File: src/rtl/pt_walker_pkg.sv
package pt_walker_pkg;

  typedef enum logic [2:0] {
    ST_IDLE,
    ST_RD_DIR,
    ST_WT_DIR,
    ST_RD_TBL,
    ST_WT_TBL,
    ST_DONE,
    ST_FAULT
  } walk_state_e;

  typedef enum logic [1:0] {
    ACC_LOAD  = 2'd0,
    ACC_STORE = 2'd1,
    ACC_FETCH = 2'd2,
    ACC_RSVD  = 2'd3
  } acc_e;

  typedef enum logic [1:0] {
    FLT_NONE = 2'd0,
    FLT_PAGE = 2'd1,
    FLT_PERM = 2'd2
  } flt_e;

  localparam int ENT_V = 0;
  localparam int ENT_R = 1;
  localparam int ENT_W = 2;
  localparam int ENT_X = 3;
  localparam int ENT_FLAGS = 4;

endpackage

File: src/rtl/pt_walker_addr.sv
module pt_walker_addr #(
  parameter int AW     = 32,
  parameter int OFF_W  = 12,
  parameter int IDX_W  = 10,
  parameter int LEVELS = 2,
  localparam int LVL_W = (LEVELS > 1) ? $clog2(LEVELS) : 1
) (
  input  logic [LVL_W-1:0]    lvl_i,
  input  logic [AW-1:0]       root_i,
  input  logic [AW-OFF_W-1:0] tbl_frame_i,
  input  logic [AW-1:0]       va_i,
  output logic [AW-1:0]       addr_o
);

  localparam int PAD_W = AW - IDX_W - 2;

  logic [IDX_W-1:0] idx [LEVELS];
  logic [AW-1:0]    lvl_base;

  // per-level index, top level takes the most significant slice
  for (genvar l = 0; l < LEVELS; l++) begin : g_idx
    assign idx[l] = va_i[AW-1-l*IDX_W -: IDX_W];
  end

  assign lvl_base = (lvl_i == '0) ? root_i : {tbl_frame_i, {OFF_W{1'b0}}};
  assign addr_o   = lvl_base + {{PAD_W{1'b0}}, idx[lvl_i], 2'b00};

endmodule

File: src/rtl/pt_walker_perm.sv
module pt_walker_perm
  import pt_walker_pkg::*;
(
  input  logic [ENT_FLAGS-1:0] ent_i,
  input  acc_e                 acc_i,
  output logic                 valid_o,
  output logic                 allowed_o
);

  assign valid_o = ent_i[ENT_V];

  always_comb begin
    unique case (acc_i)
      ACC_LOAD:  allowed_o = ent_i[ENT_R];
      ACC_STORE: allowed_o = ent_i[ENT_W];
      ACC_FETCH: allowed_o = ent_i[ENT_X];
      default:   allowed_o = 1'b0;
    endcase
  end

endmodule

File: src/rtl/pt_walker_ctrl.sv
module pt_walker_ctrl
  import pt_walker_pkg::*;
(
  input  logic        clk_i,
  input  logic        rst_ni,
  input  logic        req_valid_i,
  input  logic        mem_gnt_i,
  input  logic        mem_rvalid_i,
  input  logic        ent_valid_i,
  input  logic        ent_allowed_i,
  output walk_state_e state_o,
  output logic        accept_o,
  output logic        dir_take_o,
  output logic        leaf_take_o,
  output flt_e        flt_o
);

  walk_state_e state_q, state_d;
  flt_e        flt_q, flt_d;

  assign accept_o    = (state_q == ST_IDLE) && req_valid_i;
  assign dir_take_o  = (state_q == ST_WT_DIR) && mem_rvalid_i && ent_valid_i;
  assign leaf_take_o = (state_q == ST_WT_TBL) && mem_rvalid_i && ent_valid_i && ent_allowed_i;

  always_comb begin
    state_d = state_q;
    flt_d   = flt_q;
    unique case (state_q)
      ST_IDLE:   if (req_valid_i) state_d = ST_RD_DIR;
      ST_RD_DIR: if (mem_gnt_i) state_d = ST_WT_DIR;
      ST_WT_DIR: begin
        if (mem_rvalid_i) begin
          if (ent_valid_i) begin
            state_d = ST_RD_TBL;
          end else begin
            state_d = ST_FAULT;
            flt_d   = FLT_PAGE;
          end
        end
      end
      ST_RD_TBL: if (mem_gnt_i) state_d = ST_WT_TBL;
      ST_WT_TBL: begin
        if (mem_rvalid_i) begin
          // absence outranks permission
          if (!ent_valid_i) begin
            state_d = ST_FAULT;
            flt_d   = FLT_PAGE;
          end else if (!ent_allowed_i) begin
            state_d = ST_FAULT;
            flt_d   = FLT_PERM;
          end else begin
            state_d = ST_DONE;
          end
        end
      end
      ST_DONE:   state_d = ST_IDLE;
      ST_FAULT:  state_d = ST_IDLE;
      default:   state_d = ST_IDLE;
    endcase
  end

  always_ff @(posedge clk_i or negedge rst_ni) begin
    if (!rst_ni) begin
      state_q <= ST_IDLE;
      flt_q   <= FLT_NONE;
    end else begin
      state_q <= state_d;
      flt_q   <= flt_d;
    end
  end

  assign state_o = state_q;
  assign flt_o   = flt_q;

endmodule

File: src/rtl/pt_walker.sv
module pt_walker
  import pt_walker_pkg::*;
#(
  parameter int AW     = 32,
  parameter int OFF_W  = 12,
  parameter int IDX_W  = 10,
  parameter int LEVELS = 2,
  localparam int FRM_W = AW - OFF_W,
  localparam int LVL_W = (LEVELS > 1) ? $clog2(LEVELS) : 1
) (
  input  logic             clk_i,
  input  logic             rst_ni,
  input  logic             req_valid_i,
  input  logic [AW-1:0]    req_vaddr_i,
  input  logic [1:0]       req_acc_i,
  input  logic [AW-1:0]    base_i,
  output logic             req_ready_o,
  output logic             busy_o,
  output logic             mem_req_o,
  output logic [AW-1:0]    mem_addr_o,
  input  logic             mem_gnt_i,
  input  logic             mem_rvalid_i,
  input  logic [AW-1:0]    mem_rdata_i,
  output logic             done_o,
  output logic             fault_o,
  output logic [1:0]       fault_code_o,
  output logic [AW-1:0]    paddr_o,
  output logic [OFF_W-1:0] attr_o
);

  walk_state_e       state;
  flt_e              flt;
  logic              accept, dir_take, leaf_take;
  logic              ent_valid, ent_allowed;
  logic [AW-1:0]     va_q, root_q;
  acc_e              acc_q;
  logic [FRM_W-1:0]  tbl_frame_q, leaf_frame_q;
  logic [OFF_W-1:0]  attr_q;
  logic [LVL_W-1:0]  lvl;

  pt_walker_ctrl u_ctrl (
    .clk_i         (clk_i),
    .rst_ni        (rst_ni),
    .req_valid_i   (req_valid_i),
    .mem_gnt_i     (mem_gnt_i),
    .mem_rvalid_i  (mem_rvalid_i),
    .ent_valid_i   (ent_valid),
    .ent_allowed_i (ent_allowed),
    .state_o       (state),
    .accept_o      (accept),
    .dir_take_o    (dir_take),
    .leaf_take_o   (leaf_take),
    .flt_o         (flt)
  );

  pt_walker_perm u_perm (
    .ent_i     (mem_rdata_i[ENT_FLAGS-1:0]),
    .acc_i     (acc_q),
    .valid_o   (ent_valid),
    .allowed_o (ent_allowed)
  );

  assign lvl = (state == ST_RD_TBL) ? LVL_W'(1) : '0;

  pt_walker_addr #(
    .AW     (AW),
    .OFF_W  (OFF_W),
    .IDX_W  (IDX_W),
    .LEVELS (LEVELS)
  ) u_addr (
    .lvl_i       (lvl),
    .root_i      (root_q),
    .tbl_frame_i (tbl_frame_q),
    .va_i        (va_q),
    .addr_o      (mem_addr_o)
  );

  always_ff @(posedge clk_i or negedge rst_ni) begin
    if (!rst_ni) begin
      va_q         <= '0;
      root_q       <= '0;
      acc_q        <= ACC_LOAD;
      tbl_frame_q  <= '0;
      leaf_frame_q <= '0;
      attr_q       <= '0;
    end else begin
      if (accept) begin
        va_q   <= req_vaddr_i;
        root_q <= base_i;
        acc_q  <= acc_e'(req_acc_i);
      end
      if (dir_take) tbl_frame_q <= mem_rdata_i[AW-1:OFF_W];
      if (leaf_take) begin
        leaf_frame_q <= mem_rdata_i[AW-1:OFF_W];
        attr_q       <= mem_rdata_i[OFF_W-1:0];
      end
    end
  end

  assign req_ready_o  = (state == ST_IDLE);
  assign busy_o       = (state != ST_IDLE);
  assign mem_req_o    = (state == ST_RD_DIR) || (state == ST_RD_TBL);
  assign done_o       = (state == ST_DONE);
  assign fault_o      = (state == ST_FAULT);
  assign fault_code_o = fault_o ? flt : FLT_NONE;
  assign paddr_o      = {leaf_frame_q, va_q[OFF_W-1:0]};
  assign attr_o       = attr_q;

endmodule

File: config.mk
export PLATFORM = sky130hd
export DESIGN_NAME = pt_walker
export DESIGN_NICKNAME = d
export VERILOG_FILES = /design/src/rtl/pt_walker_pkg.sv /design/src/rtl/pt_walker_addr.sv /design/src/rtl/pt_walker_perm.sv /design/src/rtl/pt_walker_ctrl.sv /design/src/rtl/pt_walker.sv
export SDC_FILE = /design/constraint.sdc
export NUM_CORES = 1
export LEC_CHECK = 0
export BUFFER_PORTS_ARGS = -buffer_cell sky130_fd_sc_hd__buf_2
export CAP_MARGIN = 0
export CORE_MARGIN = 2
export CORE_UTILIZATION = 35
export DETAILED_ROUTE_END_ITERATION = 10
export PLACE_DENSITY_LB_ADDON = 0.1
export SYNTH_ARGS = -nofsm -noshare
export SYNTH_HDL_FRONTEND = slang
export SYNTH_HIERARCHICAL = 1
export SYNTH_SLANG_ARGS = --single-unit
File: constraint.sdc
create_clock -name clk_i -period 6 [get_ports clk_i]
set_input_delay 0.9 -clock clk_i [delete_from_list [all_inputs] [get_ports clk_i]]
set_output_delay 0.9 -clock clk_i [all_outputs]
set_load 0.05 [all_outputs]
; Yosys cells after proc, flatten, opt, wreduce, memory -nomap -nowiden
; Cells that the tools add are included.
[totals]
wordCells = 61
ff_bits = 123
out_inout_bits = 83
inputBits = 103
[classes]
eq_ne = 15
reduce_logical = 13
add_sub_neg = 1
n_bitwise = 1
muxes = 22
order_cmp = 1
[op_table]
columns = cell, n
row1 = $add A32 B12 Y32, 1
row2 = $mux W32, 1
row3 = $mux W10, 3
row4 = $mux W3, 7
row5 = $pmux W3 S5, 1
row6 = $mux W2, 7
row7 = $ne A2 B2 Y1 const B, 6
row8 = $reduce_and A5 Y1, 2
row9 = $eq A3 B3 Y1 const B, 3
row10 = $eq A3 B2 Y1 const B, 2
row11 = $logic_and A1 B1 Y1, 6
row12 = $pmux W2 S2, 1
row13 = $eq A3 B1 Y1 const B, 1
row14 = $logic_not A3 Y1, 1
row15 = $ne A3 B3 Y1 const B, 1
row16 = $pmux W1 S3, 1
row17 = $reduce_bool A3 Y1, 1
row18 = $eq A2 B1 Y1 const B, 1
row19 = $eq A2 B2 Y1 const B, 1
row20 = $ge A2 B2 Y1 const B, 1
row21 = $logic_not A2 Y1, 1
row22 = $not A1 Y2, 1
row23 = $reduce_bool A2 Y1, 1
row24 = $logic_or A1 B1 Y1, 1
row25 = $mux W1, 1

; Depth between registers and ports, before layout
[logic_depth]
word_depth = 7
depth_mapped = 16
depth_no_buf = 11

; Modules after synthesis
; Netlist, hierarchy kept.
[by_module_without_submodules]
columns = module, cells_per_inst, area_each_um2, instances, seq_area_each_um2
row1 = pt_walker, 269, 4700.8, 1, 2952.8
row2 = pt_walker_addr, 204, 1511.4, 1, 0.0
row3 = pt_walker_ctrl, 43, 382.9, 1, 125.1
row4 = pt_walker_perm, 4, 30.0, 1, 0.0

; Worst setup path before layout
; Ideal clock, no wire load.
[synth_path]
path_type = flip-flop to output port
start = reg u_ctrl.state_q[2], in the netlist u_ctrl/state_o[2]
end = out mem_addr_o[30]
t_required_ns = 5.100
n_path_buf = 5
setup_slack_ns = 0.946
stages_incl_launch_ff = 17
arrival_time_ns = 4.154
cell_sequence = dfrtp_1 -> and3b_1 -> buf_6 -> buf_8 -> buf_2 -> buf_2 -> buf_2 -> mux2_2 -> ha_1 -> inv_1 -> fa_1 -> nand2b_1 -> a21oi_1 -> o211ai_1 -> a2111oi_2 -> nand2_1 -> xor2_1
[synth_via]
elab_chain_cells = 7
word_cells_on_any_way = 8
classes_between = add/sub: 1 / eq/ne: 1 / mux: 5 / bitwise: 1
[synth_rtl]
columns = element, line
row1 = "start, declared", pt_walker_ctrl.sv:18  ; walk_state_e state_q, state_d;
row2 = "start signal, assigned", pt_walker_ctrl.sv:67  ; state_q <= state_d;
row3 = $eq A3 B2 Y1 (*), pt_walker.sv:63  ; assign lvl = (state == ST_RD_TBL) ? LVL_W'(1) : '0;
row4 = $mux W1 (*), pt_walker.sv:63
row5 = net lvl, pt_walker.sv:39  ; logic [LVL_W-1:0] lvl;
row6 = $not A1 Y2 (not written as such), pt_walker_addr.sv:26  ; assign addr_o = lvl_base + {{PAD_W{1'b0}}, idx[lvl_i], 2'b00};
row7 = $mux W10 (not written as such) (3 in series), pt_walker_addr.sv:26
row8 = $add A32 B12 Y32 (*), pt_walker_addr.sv:26
row9 = "end, declared", pt_walker.sv:20  ; output logic [AW-1:0] mem_addr_o,
; The timed path passes the listed nets; every way through them passes the cells marked *. The select of a mux whose other input is x is not followed.

; Worst setup path after layout
; Same ends and word-level chain as after synthesis.

==> results.cfg <==
[timing]
max-slew-margin-rel = 0.531
setup_tns_ns = 0
maxSlewViolCount = 0
max_freq_ghz = 0.188
hold_viol = 0
tightest_slew_ns = 0.704
skew_ns = 0.00696
setup_violations = 0
rsz0062_at_grt = no
period_share = 0.887
period_needed_ns = 5.32

[route]
wirelength_mm = 16.0
num_vias = 4646
drc = 0
wl_met2_mm = 7.48
wl_met3_mm = 1.02
drt-initial-drc-count = 206
ant_nets = 0
m1WireLength_mm = 7.31
vias_per_cell = 4.96
top_layer_used = met4
dr.pass1.iters = 4
post_drt_wl_per_cell_um = 17.0

[setup_path]
crit_type = flip-flop to primary output
arrival_ns = 4.42
cpLargestDelayFamily = compound AO/OA/AOI/OAI gates
cp_num_buf_inv = 2
timing.rr.end = root_q[9]$_DFFE_PN0P_
end_kind = primary output
cp-startpoint = u_ctrl/state_o[2]$_DFFE_PN0P_
start_kind = flip-flop
critical_path.max_stage_delay_ns = 0.69
r2r-start = u_ctrl/state_o[1]$_DFFE_PN0P_
worst-r2r-setup-slack_ns = 3.20
cp_data_required_time_ns = 5.10
cp_slowest_cell = a2111oi_2
ff2ff_path_depth = 5
cp_max_fo = 23
crit_chain = and3b_2 > mux2_2 > ha_1 > inv_1 > fa_1 > nand2b_1 > a21oi_1 > o211ai_1 > a2111oi_2 > nand2_1 > xor2_1 > buf_2

[global_route]
antenna_found_initial = 0
track_usage = 0.164
grt_overflow = 0
grt_pass1_wl_mm = 25.6
grt_max_degree = 73
grt_pass1_vias = 4926

[die]
die_area_mm2 = 0.0200
initial_core_util = 0.355
die_h_um = 142
io_pins = 186
rows = 50
core_mm2 = 0.0186
die_w_um = 142

[place]
io_buffers = 185
place_congestion = 0.821
dp.final_hpwl_mm = 11.6

[cells_and_area]
seq_area_mm2 = 0.00308
fin_util = 0.439
nets = 808
drive_above_1_share = 0.514
area_delta_synth_final_pct = 23.6
fillerInstances = 1803
antenna_cells = 0
multi_input_area_mm2 = 0.00327

[clocking]
clockRootBuffer = clkbuf_16
cts_setup_buffers = 0
hold_buffers = 0
clk_latency_ns = 0.41
cts_resized = 0
clkSlewWorstSetupHoldPaths_ns = 0.06
cts_htree_levels = 4
numCtsBuffers = 17
clk_path_buf_depth = 2
cts_tree = done
clkSinkCount = 123

[logic_synthesis]
synth-edff-count = 0
synth_warnings = 6
synth_largest_area_cell = dfrtp_1
async_reset_ff_frac = 1.00
synthDistinctLibCells = 63
synth_area_leaders = dfrtp_1, mux2_2, mux2_4
syn-num-nets = 634
post_synth.cell_area_avg_um2 = 12.7
synth_top_area_frac = 0.465
ys.flop_type = dfrtp_1
synthCells = 520
synthMostInstantiatedCell = dfrtp_1
yosys-top-cells-count = dfrtp_1, mux2_2, mux2_4, nand2_1, nor2b_1
synth-seq-cells = 123
synth_area_mm2 = 0.00663
synth_seq_area_share = 0.465

[job]
drv_cap = 0

[hold_path]
hp-class = input pin to asynchronous set/reset pin

[status]
status = finished, final reports clean
layer usage:
| metal | track usage | vias to the layer above |
|---|---|---|
| li1 | - | 2200 |
| met1 | 0.212 | 2299 |
| met2 | 0.261 | 135 |
| met3 | 0.0547 | 12 |
| met4 | 0.0511 | 0 |
| met5 | 0 | - |
cell families (layout without fill, tap and decap cells):
| group | after synthesis | count (layout) | share of synthesized area |
|---|---|---|---|
| AO/OA/AOI/OAI | 59 | 59 | 0.0650 |
| XOR/XNOR | 30 | 30 | 0.0397 |
| adder cells (fa/ha/maj) | 11 | 11 | 0.0219 |
| buffers and inverters | 41 | 224 | 0.0449 |
| flip-flops | 123 | 123 | 0.465 |
| multiplexers | 142 | 142 | 0.262 |
| AND/OR/NAND/NOR | 114 | 114 | 0.102 |
flip-flops by register name (all words and copies together), names as in the netlist:
| signal | count |
|---|---|
| attr_o | 12 |
| acc_q | 2 |
| leaf_frame_q | 20 |
| u_ctrl/flt_o | 2 |
| tbl_frame_q | 20 |
| root_q | 32 |
| va_q | 32 |
| u_ctrl/state_o | 3 |
how the worst max path moves through the flow:
| stage | slack, ns | cells past startpoint | end |
|---|---|---|---|
| detailed placement | 1.08 | 12 | mem_addr_o[30] |
| CTS | 0.63 | 12 | mem_addr_o[30] |
| global placement | 1.22 | 12 | mem_addr_o[30] |
| finish | 0.68 | 12 | mem_addr_o[30] |
| global route | 0.36 | 12 | mem_addr_o[30] |
| floorplan | 0.95 | 16 | mem_addr_o[30] |
area by class of cell:
| cell class | count | area share |
|---|---|---|
| clock inverters | 8 | 0.0119 |
| inverters | 5 | 0.00229 |
| multi-input cells | 356 | 0.399 |
| flip-flops and latches | 123 | 0.376 |
| repair buffers | 191 | 0.119 |
| clock buffers | 20 | 0.0558 |
| well taps | 234 | 0.0358 |
per-stage QoR:
step | worst slack, ns | instances | instance area, um^2 | hold WS, ns
floorplan | 0.946 | 520 | 6630 | 0.473
global placement | 1.22 | 909 | 7630 | 0.464
detailed placement | 1.08 | 909 | 7630 | 0.480
CTS | 0.630 | 937 | 8190 | 0.493
global route | 0.360 | 937 | 8190 | 0.514
finish | 0.675 | 937 | 8190 | 0.486
placed cells by master (no fill, tap or decap), types with 4 or more instances in the layout:
cell,netlist,final
inv_1,5,5
o211ai_1,4,4
nor2_1,13,13
o21ai_0,7,7
xor2_1,15,15
nand2_1,22,22
buf_4,13,6
nand4_1,4,4
a21oi_1,19,19
buf_2,12,184
mux2i_1,13,13
and3_1,4,4
mux2_4,40,40
clkbuf_16,0,17
mux2_2,87,87
nand2b_1,8,8
nand3b_1,5,5
dfrtp_1,123,123
nand3_1,10,10
nor2b_1,21,21
ha_1,10,10
a32oi_1,7,7
xnor2_1,15,15
worst register-to-register path: stages, from the launching register on:
cell,delay [ns]
dfrtp_1,0.55
or2_2,0.42
nor3b_2,0.18
buf_4,0.41
buf_4,0.67
mux2_2,0.44
Power is left out: the tool's default activity adds up to more than one toggle a clock period on the data nets, which glitch-free logic cannot reach.
